`src/rtl/fbu_pkg.sv`:
```
package fbu_pkg;
  // Word offsets of the register port
  localparam int unsigned OFS_BASE_NEXT = 0;
  localparam int unsigned OFS_BASE_LIVE = 1;
  localparam int unsigned OFS_IRQ_EN    = 2;
  localparam int unsigned OFS_IRQ_RAW   = 3;
  localparam int unsigned OFS_IRQ_MSK   = 4;
  localparam int unsigned OFS_IRQ_CLR   = 5;
  localparam int unsigned OFS_PEND      = 6;
  // Interrupt source index of the frame-switch event
  localparam int unsigned SRC_SWITCH    = 0;
endpackage

```
`src/rtl/fbu_base_buf.sv`:
```
module fbu_base_buf #(
  parameter int DATA_W     = 32,
  parameter int ALIGN_BITS = 2
) (
  input  logic              clk,
  input  logic              rst,
  input  logic              frame_start,
  input  logic              base_wr,
  input  logic [DATA_W-1:0] base_wdata,
  output logic [DATA_W-1:0] shadow_q,
  output logic [DATA_W-1:0] active_q,
  output logic              pending_q,
  output logic              take
);
  localparam logic [DATA_W-1:0] ALIGN_MASK = ~((DATA_W)'((1 << ALIGN_BITS) - 1));

  assign take = frame_start & pending_q;

  always_ff @(posedge clk) begin
    if (rst) begin
      shadow_q  <= '0;
      active_q  <= '0;
      pending_q <= 1'b0;
    end else begin
      if (take)
        active_q <= shadow_q;
      if (base_wr) begin
        shadow_q  <= base_wdata & ALIGN_MASK;
        pending_q <= 1'b1;
      end else if (take) begin
        pending_q <= 1'b0;
      end
    end
  end
endmodule

```
`src/rtl/fbu_irq_ctrl.sv`:
```
module fbu_irq_ctrl #(
  parameter int NSRC = 1
) (
  input  logic            clk,
  input  logic            rst,
  input  logic [NSRC-1:0] set_vec,
  input  logic            en_wr,
  input  logic [NSRC-1:0] en_wdata,
  input  logic            clr_wr,
  input  logic [NSRC-1:0] clr_mask,
  output logic [NSRC-1:0] raw_q,
  output logic [NSRC-1:0] en_q,
  output logic [NSRC-1:0] masked,
  output logic            irq_q
);
  assign masked = raw_q & en_q;

  for (genvar i = 0; i < NSRC; i++) begin : g_src
    always_ff @(posedge clk) begin
      if (rst)
        raw_q[i] <= 1'b0;
      else if (set_vec[i])
        raw_q[i] <= 1'b1;
      else if (clr_wr && clr_mask[i])
        raw_q[i] <= 1'b0;
    end
  end

  always_ff @(posedge clk) begin
    if (rst) begin
      en_q  <= '0;
      irq_q <= 1'b0;
    end else begin
      if (en_wr)
        en_q <= en_wdata;
      irq_q <= |masked;
    end
  end
endmodule

```
`src/rtl/fbu_read_port.sv`:
```
module fbu_read_port #(
  parameter int DATA_W = 32,
  parameter int ADDR_W = 3,
  parameter int NSRC   = 1
) (
  input  logic              clk,
  input  logic              rst,
  input  logic              rd,
  input  logic [ADDR_W-1:0] addr,
  input  logic [DATA_W-1:0] shadow,
  input  logic [DATA_W-1:0] active,
  input  logic [NSRC-1:0]   en,
  input  logic [NSRC-1:0]   raw,
  input  logic [NSRC-1:0]   masked,
  input  logic              pending,
  output logic [DATA_W-1:0] rdata
);
  import fbu_pkg::*;
  logic [DATA_W-1:0] sel;

  always_comb begin
    sel = '0;
    if (addr == ADDR_W'(OFS_BASE_NEXT)) sel = shadow;
    if (addr == ADDR_W'(OFS_BASE_LIVE)) sel = active;
    if (addr == ADDR_W'(OFS_IRQ_EN))    sel = DATA_W'(en);
    if (addr == ADDR_W'(OFS_IRQ_RAW))   sel = DATA_W'(raw);
    if (addr == ADDR_W'(OFS_IRQ_MSK))   sel = DATA_W'(masked);
    if (addr == ADDR_W'(OFS_PEND))      sel = DATA_W'(pending);
  end

  always_ff @(posedge clk) begin
    if (rst)
      rdata <= '0;
    else if (rd)
      rdata <= sel;
  end
endmodule

```
`src/rtl/fbase_update_irq.sv`:
```
module fbase_update_irq #(
  parameter int DATA_W = 32,
  parameter int ADDR_W = 3
) (
  input  logic              clk,
  input  logic              rst,
  input  logic              frame_start,
  input  logic              reg_wr,
  input  logic              reg_rd,
  input  logic [ADDR_W-1:0] reg_addr,
  input  logic [DATA_W-1:0] reg_wdata,
  output logic [DATA_W-1:0] reg_rdata,
  output logic [DATA_W-1:0] fetch_base,
  output logic              irq
);
  import fbu_pkg::*;
  localparam int NSRC = 1;

  logic [DATA_W-1:0] base_shadow;
  logic [DATA_W-1:0] base_live;
  logic              base_pend;
  logic              base_take;
  logic [NSRC-1:0]   st_raw, st_en, st_msk, set_vec;
  logic              wr_base, wr_en, wr_clr;

  assign wr_base = reg_wr && (reg_addr == ADDR_W'(OFS_BASE_NEXT));
  assign wr_en   = reg_wr && (reg_addr == ADDR_W'(OFS_IRQ_EN));
  assign wr_clr  = reg_wr && (reg_addr == ADDR_W'(OFS_IRQ_CLR));

  always_comb begin
    set_vec = '0;
    set_vec[SRC_SWITCH] = base_take;
  end

  fbu_base_buf #(.DATA_W(DATA_W), .ALIGN_BITS(2)) u_base (
    .clk(clk), .rst(rst), .frame_start(frame_start),
    .base_wr(wr_base), .base_wdata(reg_wdata),
    .shadow_q(base_shadow), .active_q(base_live),
    .pending_q(base_pend), .take(base_take)
  );

  fbu_irq_ctrl #(.NSRC(NSRC)) u_irq (
    .clk(clk), .rst(rst), .set_vec(set_vec),
    .en_wr(wr_en), .en_wdata(reg_wdata[NSRC-1:0]),
    .clr_wr(wr_clr), .clr_mask(reg_wdata[NSRC-1:0]),
    .raw_q(st_raw), .en_q(st_en), .masked(st_msk), .irq_q(irq)
  );

  fbu_read_port #(.DATA_W(DATA_W), .ADDR_W(ADDR_W), .NSRC(NSRC)) u_rd (
    .clk(clk), .rst(rst), .rd(reg_rd), .addr(reg_addr),
    .shadow(base_shadow), .active(base_live), .en(st_en),
    .raw(st_raw), .masked(st_msk), .pending(base_pend),
    .rdata(reg_rdata)
  );

  assign fetch_base = base_live;
endmodule

```
`config.mk`:
```
export PLATFORM = sky130hd
export DESIGN_NAME = fbase_update_irq
export DESIGN_NICKNAME = d
export VERILOG_FILES = /design/src/rtl/fbu_pkg.sv /design/src/rtl/fbu_base_buf.sv /design/src/rtl/fbu_irq_ctrl.sv /design/src/rtl/fbu_read_port.sv /design/src/rtl/fbase_update_irq.sv
export SDC_FILE = /design/constraint.sdc
export NUM_CORES = 1
export LEC_CHECK = 0
export BUFFER_PORTS_ARGS = -buffer_cell sky130_fd_sc_hd__buf_2
export CORE_MARGIN = 8
export CORE_UTILIZATION = 35
export CTS_BUF_LIST = sky130_fd_sc_hd__clkbuf_4
export DETAILED_ROUTE_END_ITERATION = 7
export MAX_ROUTING_LAYER = met4
export PLACE_DENSITY_LB_ADDON = 0.12
export SETUP_SLACK_MARGIN = 0.5
export SLEW_MARGIN = 40
export SYNTH_ARGS = -nofsm -noshare
export SYNTH_HDL_FRONTEND = slang
export SYNTH_SLANG_ARGS = --single-unit
```
`constraint.sdc`:
```
create_clock -name clk -period 1.5 [get_ports clk]
set_input_delay 0 -clock clk [delete_from_list [all_inputs] [get_ports clk]]
set_output_delay 0 -clock clk [all_outputs]
set_load 0.1 [all_outputs]
```
# [Yosys cells after proc, flatten, opt, wreduce, memory -nomap -nowiden]
# Index checks and enable logic that the tools add are counted.
[word_totals] register_bits=96 inputBits=40 memories=0 elab_cells=32 latch_bits=0 rom_bits=0 ramBits=0 output_inout_bits=65
[classes] addsub=0 n_lt_le_gt_ge=0 n_eq_ne=6 n_div=0 shifts=0 n_reduce_logical=7 multipliers=0 bitwise_logic=2 mux=10
[op_table] cell="$mux 32" count=6
[op_table] cell="$eq 3x3->1 const B" count=3
[op_table] cell="$eq 3x2->1 const B" count=2
[op_table] cell="$logic_and 1x1->1" count=4
[op_table] cell="$mux 1" count=4
[op_table] cell="$reduce_bool 2->1" count=2
[op_table] cell="$eq 3x1->1 const B" count=1
[op_table] cell="$logic_not 3->1" count=1
[op_table] cell="$and 1x1->1" count=2

# [Longest topological paths before layout]
# Gate-level depths: netlist of run 1.
[logic_depth] word_depth=7 ltp_mapped=6 mapped_depth_nobuf=3

# [Hierarchy]
# Synthesis of run 1 repeated with hierarchy kept, for this count alone.
[hier_totals] hier_cells=411 area_unflattened_um2=4489.3
[by_module_without_submodules] module="fbu_base_buf" seq_area_each_um2=1221.2 instances=1 area_per_inst_um2=2597.5 cells_per_inst=245
[by_module_without_submodules] module="fbu_read_port" seq_area_each_um2=640.6 instances=1 area_per_inst_um2=1736.7 cells_per_inst=153
[by_module_without_submodules] module="fbu_irq_ctrl" seq_area_each_um2=60.1 instances=1 area_per_inst_um2=117.6 cells_per_inst=10
[by_module_without_submodules] module="fbase_update_irq" seq_area_each_um2=0.0 instances=1 area_per_inst_um2=37.5 cells_per_inst=3

# [Worst setup path after synthesis of run 1]
# Ideal clock, no wire load.
[synth_path] path_type="flip-flop to flip-flop" start="register u_base.active_q[11]" end="register u_rd.rdata[11]" stages_incl_launch_ff=4 setup_ns=0.065 slack_ns=0.069 required_ns=1.435 arrival_time_ns=1.366 cell_sequence="dfxtp_1 > mux2_2 > a21oi_1 > nor2_1"
[synth_via] elab_chain_len=5
[synth_rtl] element="from (decl)" line="fbu_base_buf.sv:11" rtl="output logic [DATA_W-1:0] active_q,"
[synth_rtl] element="from (signal assigned)" line="fbu_base_buf.sv:26" rtl="active_q <= shadow_q;"
[synth_rtl] element="$mux 32" line="fbu_read_port.sv:24" rtl="if (addr == ADDR_W'(OFS_BASE_LIVE)) sel = active;"
[synth_rtl] element="$mux 32" line="fbu_read_port.sv:25" rtl="if (addr == ADDR_W'(OFS_IRQ_EN)) sel = DATA_W'(en);"
[synth_rtl] element="$mux 32" line="fbu_read_port.sv:26" rtl="if (addr == ADDR_W'(OFS_IRQ_RAW)) sel = DATA_W'(raw);"
[synth_rtl] element="$mux 32" line="fbu_read_port.sv:27" rtl="if (addr == ADDR_W'(OFS_IRQ_MSK)) sel = DATA_W'(masked);"
[synth_rtl] element="$mux 32" line="fbu_read_port.sv:28" rtl="if (addr == ADDR_W'(OFS_PEND)) sel = DATA_W'(pending);"
[synth_rtl] element="to (signal assigned)" line="fbu_read_port.sv:35" rtl="rdata <= sel;"
[synth_rtl] element="to (decl)" line="fbu_read_port.sv:16" rtl="output logic [DATA_W-1:0] rdata"
# No other way between the ends.
# A chain may end at the register's enable or synchronous reset.

# [Final worst setup path of run 1]
[layout_path] start="register u_base.active_q[14]" end="register u_rd.rdata[14]"
# The elaborated chain is that of the path after synthesis.

==> results of run 1 <==
layer usage:
metal / wire (um) / up-vias
met5: 0 / -
met4: 188 / 0
met3: 488 / 14
met2: 5661 / 74
met1: 5395 / 1687
li1: - / 1767
repair_timing:
action                                  4_1_cts  5_1_grt
endpoints found under the hold margin        40        0
endpoints found under the setup margin       94      102
hold buffers                                 35        0
gates resized for setup                     268       48
buffers inserted                              9        0
pin swaps                                     3       27
cloned                                        2        0
worst register-to-register path: stages (launching register included):
cell,delay [ns]
dfxtp_4,0.39
buf_4,0.13
mux2_4,0.26
a21oi_2,0.14
nor2_1,0.05
sequential cells by signal (all words and copies together), names as in the netlist:
name and flops:
u_base.active_q 30, u_base.pending_q 1, u_base.shadow_q 30, u_irq.en_q 1, u_irq.irq_q 1, u_irq.raw_q 1, u_rd.rdata 31
final cells by class:
cell class | instances | area share [%]
clock buffer | 11 | 1.260
clock inverter | 5 | 1.146
multi-input combinational | 326 | 31.16
sequential | 95 | 32.19
tap | 140 | 2.673
timing repair buffer | 161 | 31.56
logic make-up after synthesis:
kind of cell    after synthesis
buf+inv                      37
mux                          32
compound gates               95
other cells                   1
flops                        95
simple gates                196
per-stage QoR:
| stage | power, uW | instances |
|---|---|---|
| after floorplan | 2751 | 458 |
| after global placement | 2873 | 676 |
| after detailed placement | 2876 | 676 |
| after CTS | 4525 | 738 |
| after global routing | 4684 | 738 |
| final | 4485 | 738 |
power breakdown:
group | leakage, uW | internal (uW) | total (uW) | switching, uW
Clock | 0.0000822 | 705 | 1560 | 858
Sequential | 0.000814 | 2450 | 2480 | 21.7
Combinational | 0.00169 | 193 | 446 | 253
Total | 0.00258 | 3350 | 4480 | 1130
final timing paths:
| check | end | slack [ns] | startpoint |
|---|---|---|---|
| worst min-delay path | u_rd.rdata[0] | 0.02 | reg_rd |
| worst max register to register | u_rd.rdata[14] | 0.45 | u_base.active_q[14] |
| worst min register to register | u_base.active_q[22] | 0.46 | u_base.shadow_q[22] |
| worst max-delay path | u_rd.rdata[14] | 0.45 | u_base.active_q[14] |
cell usage in the layout (no fill, tap or decap), types with 13 or more instances in the layout:
cell type      instances
a21oi_1               56
a21oi_2               36
buf_12                67
buf_2                 37
buf_4                 14
dfxtp_1               31
dfxtp_2               13
dfxtp_4               51
dlygate4sd3_1         35
mux2_4                19
nand2_1              105
nor2_1                33
nor2b_1               30
==> parameters.txt, run 1 <==
Parameter                              Value

Layout
  Net count reported at finish ... 633
  Antenna diode count ... 0
  Share of cells above drive strength 1 ... around half
  Post-layout utilization of the core ... about three fifths
  Layout Cell Area excl Fill ... approximately 6600 sq um
  Number of inserted filler cells in the final layout ... just under 900
  FF/Latch Area ... 2110 sq um
  Area of combinational cells with multiple inputs ... 2042 sq um
  Area added between synthesis and finish ... 72.55%

Setup path
  Levels on crit path ... 4
  Slowest-stage cell, CP ... dfxtp_4
  Worst R2R Path Depth ... 4
  Required time of the worst setup path ... about 1.9 ns
  Max stage delay on crit path ... ~0.39 ns
  Crit path launch type ... register
  Endpoint class of the critical path ... register
  Kind of critical path ... register to register
  Top Family by Delay on Critical Path ... flip-flops
  Cell breakdown of the critical path ... buf_4 > mux2_4 > a21oi_2 > nor2_1
  Sum of buffers and inverters on the critical path ... 1
  Crit-path max FO ... 2
  Crit path arrival time ... about 1.4 ns

Synthesis
  Number of unique standard cell types used by synthesis ... 25
  Average size of a mapped cell ... around 8.3 sq um
  Dominant cell by count in the synthesized netlist ... nand2_1
  Portion of netlist area occupied by mux cells ... a little under a tenth
  Cell taking the most area after synthesis ... dfxtp_1
  Sequential-to-total area share from yosys stat ... 50.08%
  Largest family of logic cells by synthesized area ... simple AND/OR/NAND/NOR gates
  Top_reg_cell synth ... dfxtp_1
  Number of flops mapped to enable cells by yosys ... 0
  Adder-cell area share of the yosys netlist ... 0%
  Area fraction in compound gates after synthesis ... approximately 13%
  Post-synthesis instance area ... ~3800 sq um
  Share of flip-flops with an asynchronous set or reset ... 0%
  Synth area leaders ... dfxtp_1 (50%), nand2_1 (12%), a21oi_1 (12%)
  Syn. warnings ... 0
  Instance count of the mapped netlist ... between 400 and 500
  Simple-gate area share of the yosys netlist ... 22.70%
  Share of the synthesized area in the top cell type ... 50.08%
  Post-Synth XOR/XNOR Area ... 0%
  Most frequent cells after synthesis ... nand2_1 (122), dfxtp_1 (95), a21oi_1 (91), nor2_1 (33), mux2_2 (31)
  Post-synthesis sequential element count ... 95

Drt
  Antenna violation net count after detailed routing ... 0
  Total number of vias ... 3542
  Remaining design rule violation count ... 0
  Detailed-route vias per instance ... between 4 and 5
  Total detailed-routing wirelength ... 11730 um
  Pre-Repair DR Iteration Count ... 4
  Number of DRC markers in iteration 0 ... between 150 and 200
  Routed wire per std cell ... between 15 and 20 um

Placed design
  Pre-CTS WS ... about 0.24 ns
  Half-perimeter wire length after placement ... 7156 um
  Placer Congestion ... around 0.75
  Port-buffer cells ... 100
  Area of placed instances ... slightly below 5000 sq um

Global routing
  Global-route track usage on met3 ... between 3 and 4%
  Global-route usage over all layers ... between 10% and 20%
  Remaining Overflow, GRT ... 0
  Number of global-route vias before repair ... about 3600
  Met1 usage in global routing ... 21.01%
  Initial antenna violation count ... 0
  First-pass GRT wire length ... approximately 19000 um
  Most Crowded Layer GR ... met2
  Maximum number of pins on one net before global-route repair ... 39
  Met2 global-route usage ... around 27%

Clock network
  Number of H-tree levels ... 3
  Worst skew pair latency ... roughly 0.45 ns
  Clock-pin slew on the worst setup and hold paths ... around 0.16 ns
  Maximum buffer depth of the clock tree ... 2
  Sinks on Clock Net ... 95
  Clock root buffer ... clkbuf_4
  Total CTS buffers ... 9
  CTS tree ... done

Timing
  Portion of the clock cycle consumed by the worst path in the final layout ... roughly 70%
  Final critical-path required period ... about 1.0 ns
  Setup TNS ... 0 ns
  Final Hold Slack ... about 0.021 ns
  Peak Freq ... around 950 MHz
  RSZ-0062 raised after global routing ... true
  Number of failing setup endpoints in the final timing report ... 0
  Worst path setup slack after routing ... 0.4525 ns
  Final Skew ... 0.01918 ns
  Max-slew violation count ... 0
  Final hold vios ... 0

Status
  Run status ... complete, no violations

Floorplan
  I/O pin total ... 105
  Starting Density ... 35.50%
  Standard-cell row count ... 38
  Die outline height ... 120.2 um
  Placeable Area ... about 11000 sq um
  Total die area ... between 10000 and 15000 sq um
  Width of the chip ... 120.2 um

Job
  Max-capacitance violation count ... 0

Power
  P per Cell Area ... 684.4 nW/um^2
  Maximum vdd drop ... ~0.38 mV
  Static leakage ... 0.002581 uW

Hold path
  Hold-critical path depth ... 3
  Min-Delay Path Class ... primary input to register
Note: power is estimated with default switching activity, not from simulation.
==> inputs of run 2 (changes only) <==
- clock period: 1.5 -> 0.9 ns (I/O delays scaled with it)
==> parameters.txt, run 2 (synthesis gave the netlist of run 1 again) <==
Parameter                              Value

Status
  Run status ... complete, but fails checks (was complete, no violations)
  Violated checks ... hold timing, setup timing

Setup path
  Crit path launch type ... register (unchanged)
  Crit path arrival time ... 1.54 ns (was 1.41 ns)
  FF-to-FF End ... u_base.active_q[31] (was u_rd.rdata[14])
  Max stage delay on crit path ... 0.40 ns (was 0.39 ns)
  Worst reg2reg path startpoint ... u_base.pending_q (was u_base.active_q[14])
  Endpoint class of the critical path ... register (unchanged)
  Crit-path max FO ... 8 (was 2)
  Slowest-stage cell, CP ... dfxtp_4 (unchanged)
  Required time of the worst setup path ... 1.29 ns (was 1.87 ns)
  Cell breakdown of the critical path ... and2_4 > buf_12 > buf_12 > nand2_1 > a21oi_1 (was buf_4 > mux2_4 > a21oi_2 > nor2_1)
  Kind of critical path ... register to register (unchanged)
  Setup slack of the worst register-to-register path ... -0.25 ns (was 0.45 ns)
  Cell repeated most along the worst path ... buf_12
  Worst R2R Path Depth ... 5 (was 4)

Layout
  Share of cells above drive strength 1 ... 79.88% (was 48.83%)
  Most common library cell in the layout ignoring fill and taps ... a21oi_2 (was nand2_1)
  Antenna diode count ... 0 (unchanged)
  Number of inserted filler cells in the final layout ... 601 (was 892)
  Post-layout utilization of the core ... 79.47% (was 61.25%)
  Register with the most flip-flops ... u_rd.rdata (unchanged)
  Registers with the most flip-flops ... u_rd.rdata (31), u_base.active_q (30), u_base.shadow_q (30) (unchanged)
  Area added between synthesis and finish ... 123.9% (was 72.55%)
  Most frequent cells in the layout ... a21oi_2 (83), buf_12 (79), dfxtp_4 (77) (was nand2_1 (105), buf_12 (67), a21oi_1 (56))
  Post-layout instance count excluding filler cells ... 831 (was 738)
  Flip-flop count of the largest register, all copies and words added ... 31 (unchanged)
  FF/Latch Area ... 2211 sq um (was 2110 sq um)
  Net count reported at finish ... 726 (was 633)
  Layout Cell Area excl Fill ... 8502 sq um (was 6553 sq um)
  Area of combinational cells with multiple inputs ... 2709 sq um (was 2042 sq um)

Placed design
  Port-buffer cells ... 100 (unchanged)
  Area of placed instances ... 6216 sq um (was 4801 sq um)
  Number of placed instances with taps included ... 722 (was 676)
  Half-perimeter wire length after placement ... 7986 um (was 7156 um)
  Placer Congestion ... 0.7628 (was 0.7469)

Drt
  Number of DRC markers in iteration 0 ... 240 (was 155)
  Antenna violation net count after detailed routing ... 0 (unchanged)
  Remaining design rule violation count ... 0 (unchanged)
  Total number of vias ... 4144 (was 3542)
  Detailed-route vias per instance ... 4.987 (was 4.799)
  Total detailed-routing wirelength ... 15590 um (was 11730 um)
  Routed wire per std cell ... 18.76 um (was 15.90 um)
  Pre-Repair DR Iteration Count ... 4 (unchanged)

Floorplan
  I/O pin total ... 105 (unchanged)
  Starting Density ... 35.50% (unchanged)
  Width of the chip ... 120.2 um (unchanged)
  Die outline height ... 120.2 um (unchanged)
  Placeable Area ... 10700 sq um (unchanged)
  Standard-cell row count ... 38 (unchanged)
  Total die area ... 14440 sq um (unchanged)

Global routing
  Global-route usage over all layers ... 19.50% (was 16.98%)
  Maximum number of pins on one net before global-route repair ... 43 (was 39)
  Remaining Overflow, GRT ... 0 (unchanged)
  First-pass GRT wire length ... 21720 um (was 18990 um)
  Initial antenna violation count ... 0 (unchanged)
  Number of global-route vias before repair ... 4067 (was 3565)

Clock network
  CTS tree ... done (unchanged)
  Worst skew pair latency ... 0.46 ns (was 0.45 ns)
  Sinks on Clock Net ... 95 (unchanged)
  Total CTS buffers ... 9 (unchanged)
  Number of H-tree levels ... 3 (unchanged)
  Maximum buffer depth of the clock tree ... 2 (unchanged)
  Clock root buffer ... clkbuf_4 (unchanged)
  Clock-pin slew on the worst setup and hold paths ... 0.16 ns (about the same)
  Number of buffers inserted by hold repair at cts ... 16 (was 35)

Power
  P per Cell Area ... 884.2 nW/um^2 (was 684.4 nW/um^2)
  Static leakage ... 0.003589 uW (was 0.002581 uW)
  Maximum vdd drop ... 0.8311 mV (was 0.3797 mV)

Timing
  Final Hold Slack ... -0.2290 ns (was 0.02140 ns)
  Setup TNS ... -15.56 ns (was 0 ns)
  Number of failing setup endpoints in the final timing report ... 110 (was 0)
  Worst path setup slack after routing ... -0.2485 ns (was 0.4525 ns)
  Final critical-path required period ... 1.149 ns (was 1.047 ns)
  RSZ-0062 raised after global routing ... true (unchanged)
  Portion of the clock cycle consumed by the worst path in the final layout ... 127.6% (was 69.83%)
  Max-slew violation count ... 0 (unchanged)
  Final hold vios ... 18 (was 0)
  Peak Freq ... 870.7 MHz (was 954.7 MHz)
  Final Skew ... 0.01388 ns (was 0.01918 ns)

Hold path
  HP Start ... reg_wdata[28] (was reg_rd)
  Hold-critical path depth ... 3 (unchanged)
  Terminating pin of the worst hold path ... u_base.shadow_q[28] (was u_rd.rdata[0])
  Min-Delay Path Class ... primary input to register (unchanged)

Job
  Max-capacitance violation count ... 0 (unchanged)
## run 2: worst max path at each step
stage                              startpoint                   to  slack [ns]  depth (start not counted)
after floorplan                   reg_addr[0]  u_base.shadow_q[31]       -0.18                          6
final                        u_base.pending_q  u_base.active_q[31]       -0.25                          5
after detailed placement          reg_addr[2]   u_base.shadow_q[6]       -0.28                          6
after global placement            reg_addr[2]   u_base.shadow_q[8]       -0.24                          6
after CTS                 u_base.active_q[30]       fetch_base[30]       -0.22                          2
after global routing      u_base.active_q[30]       fetch_base[30]       -0.28                          2
## run 2: cell type report
| cell class | count | area share [%] |
|---|---|---|
| timing repair buffer | 254 | 38.44 |
| multi-input combinational | 326 | 31.86 |
| sequential | 95 | 26.00 |
| tap | 140 | 2.060 |
| clock inverter | 7 | 0.8389 |
| clock buffer | 9 | 0.7947 |
## run 2: stage by stage
stage,total power (uW),setup slack (ns)
4_1_cts,7442,-0.2240
3_5_place_dp,4850,-0.2807
3_3_place_gp,4844,-0.2438
5_1_grt,7796,-0.2807
2_1_floorplan,4562,-0.1763
6_report,7517,-0.2485
## run 2: worst max-delay path, delay by kind of cell, from the launching register on
kind / cells / cell delay (ns)
AND/OR/NAND/NOR: 2 / 0.27
flip-flops: 1 / 0.40
AO/OA/AOI/OAI: 1 / 0.14
buffers and inverters: 2 / 0.29
## run 2: where the power goes
group          internal, uW  switching (uW)  total, uW
clock network           855            1550       2410
logic                   485             564       1050
registers              4030            37.9       4060
## run 2: what timing repair did
item / 4_1_cts / 5_1_grt
pin swaps: 54 / 68
gates cloned: 11 / 1
setup buffers: 20 / 45
hold endpoints to repair: 39 / 18
resized for setup: 182 / 154
endpoints found under the setup margin: 157 / 157
## run 2: per-layer routing
layer,up-vias,global-route usage (%),wire (um)
met3,17,2.536,722
met5,-,-,0
met4,0,6.245,257
met2,121,31.92,7985
li1,1962,-,-
met1,2044,24.46,6624
==> inputs of run 3 (changes only) <==
- CELL_PAD_IN_SITES_DETAIL_PLACEMENT: not set -> 0
- CELL_PAD_IN_SITES_GLOBAL_PLACEMENT: not set -> 2
- CORE_UTILIZATION: 35 -> 28
==> parameters.txt, run 3 (synthesis gave the netlist of run 1 again) <==
Parameter                              Value

Status
  Run status ... complete, but fails checks (unchanged)
  Violated checks ... hold timing, setup timing (unchanged)

Global routing
  Number of global-route vias before repair ... 4189 (was 4067)
  Most Crowded Layer GR ... met2 (unchanged)
  Met1 usage in global routing ... 19.96% (was 24.46%)
  Global-route track usage on met3 ... 2.877% (was 2.536%)
  Met2 global-route usage ... 25.67% (was 31.92%)
  Initial antenna violation count ... 0 (unchanged)
  Global-route usage over all layers ... 16.05% (was 19.50%)
  First-pass GRT wire length ... 22070 um (was 21720 um)
  Remaining Overflow, GRT ... 0 (unchanged)
  Maximum number of pins on one net before global-route repair ... 38 (was 43)

Drt
  Detailed-route vias per instance ... 4.560 (was 4.987)
  Routed wire per std cell ... 16.12 um (was 18.76 um)
  Remaining design rule violation count ... 0 (unchanged)
  Total number of vias ... 3944 (was 4144)
  Antenna violation net count after detailed routing ... 0 (unchanged)
  Total detailed-routing wirelength ... 13940 um (was 15590 um)
  Number of DRC markers in iteration 0 ... 231 (was 240)
  Pre-Repair DR Iteration Count ... 4 (unchanged)

Layout
  Registers with the most flip-flops ... u_rd.rdata (31), u_base.active_q (30), u_base.shadow_q (30) (unchanged)
  Share of cells above drive strength 1 ... 76.63% (was 79.88%)
  Flip-flop count of the largest register, all copies and words added ... 31 (unchanged)
  Register with the most flip-flops ... u_rd.rdata (unchanged)
  Antenna diode count ... 0 (unchanged)
  Most frequent cells in the layout ... a21oi_2 (78), buf_6 (78), buf_12 (77) (was a21oi_2 (83), buf_12 (79), dfxtp_4 (77))
  Net count reported at finish ... 724 (was 726)
  Area added between synthesis and finish ... 117.8% (was 123.9%)

Timing
  Final critical-path required period ... 1.108 ns (was 1.149 ns)
  Number of failing setup endpoints in the final timing report ... 95 (was 110)
  Peak Freq ... 902.3 MHz (was 870.7 MHz)
  Final Hold Slack ... -0.1796 ns (was -0.2290 ns)
  Max-slew violation count ... 0 (unchanged)
  Worst path setup slack after routing ... -0.2083 ns (was -0.2485 ns)
  Portion of the clock cycle consumed by the worst path in the final layout ... 123.1% (was 127.6%)
  RSZ-0062 raised after global routing ... true (unchanged)
  Final Skew ... 0.01070 ns (was 0.01388 ns)
  Final hold vios ... 15 (was 18)

Setup path
  FF-to-FF End ... u_base.active_q[8] (was u_base.active_q[31])
  Kind of critical path ... register to output port (was register to register)
  Crit path arrival time ... 1.11 ns (was 1.54 ns)
  Endpoint class of the critical path ... output port (was register)
  Worst reg2reg path startpoint ... u_base.pending_q (unchanged)
  Setup slack of the worst register-to-register path ... -0.21 ns (was -0.25 ns)
  Crit path launch type ... register (unchanged)
  Launching instance or port of the critical path ... u_base.active_q[30] (was u_base.pending_q)
  Endpoint of the most critical setup path ... fetch_base[30] (was u_base.active_q[31])
  Crit-path max FO ... 2 (was 8)
  Required time of the worst setup path ... 0.90 ns (was 1.29 ns)
  Worst R2R Path Depth ... 6 (was 5)

Power
  Tot Pwr ... 7376 uW (was 7517 uW)
  Static leakage ... 0.003441 uW (was 0.003589 uW)
  P per Cell Area ... 891.7 nW/um^2 (was 884.2 nW/um^2)
  Maximum vdd drop ... 0.5888 mV (was 0.8311 mV)

Clock network
  CTS tree ... done (unchanged)
  Number of H-tree levels ... 3 (unchanged)
  Maximum buffer depth of the clock tree ... 2 (unchanged)
  Worst skew pair latency ... 0.46 ns (about the same)
  Total CTS buffers ... 9 (unchanged)
  Number of buffers inserted by hold repair at cts ... 27 (was 16)
  Clock root buffer ... clkbuf_4 (unchanged)
  Clock-pin slew on the worst setup and hold paths ... 0.14 ns (was 0.16 ns)
  Sinks on Clock Net ... 95 (unchanged)

Placed design
  Half-perimeter wire length after placement ... 8535 um (was 7986 um)
  Placer Congestion ... 0.7492 (was 0.7628)
  Pre-CTS WS ... -0.2700 ns (was -0.2807 ns)
  Port-buffer cells ... 100 (unchanged)

Floorplan
  Starting Density ... 28.68% (was 35.50%)
  Width of the chip ... 132.5 um (was 120.2 um)
  Placeable Area ... 13240 sq um (was 10700 sq um)
  Standard-cell row count ... 42 (was 38)
  Die outline height ... 132.5 um (was 120.2 um)
  I/O pin total ... 105 (unchanged)
  Total die area ... 17540 sq um (was 14440 sq um)

Job
  Max-capacitance violation count ... 0 (unchanged)

Hold path
  Min-Delay Path Class ... primary input to register (unchanged)
[run 3: power by group]
group          switching [uW]  total, uW  leakage (uW)  internal (uW)
combinational             535       1000       0.00253            465
sequential               30.0       4080      0.000833           4050
clock                    1440       2290     0.0000750            850
total                    2010       7380       0.00344           5370
[run 3: layout make-up]
type	count	area, sq um
Clock buffer	10	75.07
Clock inverter	6	52.55
Fill cell	1121	4971
Multi-Input combinational cell	326	2519
Sequential cell	95	2182
Tap cell	176	220.2
Timing Repair Buffer	252	3223
[run 3: worst max-delay path, stage by stage, from the launching register on]
cell,delay [ns]
dfxtp_4,0.38
buf_6,0.11
buf_12,0.17
[run 3: worst min-delay path by stage]
stage,startpoint,to,slack [ns],cells after the start
after global routing,reg_wdata[7],u_base.shadow_q[7],-0.22,3
after detailed placement,reg_wdata[25],u_base.shadow_q[25],0.25,3
after CTS,reg_wdata[7],u_base.shadow_q[7],-0.22,3
after floorplan,reg_wdata[10],u_base.shadow_q[10],0.14,2
final,reg_wdata[7],u_base.shadow_q[7],-0.18,3
after global placement,reg_wdata[25],u_base.shadow_q[25],0.26,3
[run 3: timing repair]
item | 4_1_cts | 5_1_grt
setup buffers | 25 | 25
hold endpoints to repair | 40 | 15
pin swaps | 58 | 28
resized for setup | 240 | 72
setup endpoints to repair | 157 | 157
gates cloned | 5 | 1
[run 3: routing by layer]
layer | vias to the layer above | wire length [um]
met3 | 18 | 404
met1 | 1891 | 6380
met4 | 0 | 243
met5 | - | 0
met2 | 83 | 6915
li1 | 1952 | -
[run 3: stage by stage]
step           TNS, ns  cell area [sq um]  utilization [%]  instances
2_1_floorplan   -8.497               4255                -        458
3_3_place_gp    -13.03               6286            47.47        766
3_5_place_dp    -13.70               6286            47.47        766
4_1_cts         -16.14               7786            58.80        839
5_1_grt         -19.52               8272            62.46        865
6_report        -13.98               8272            62.46        865
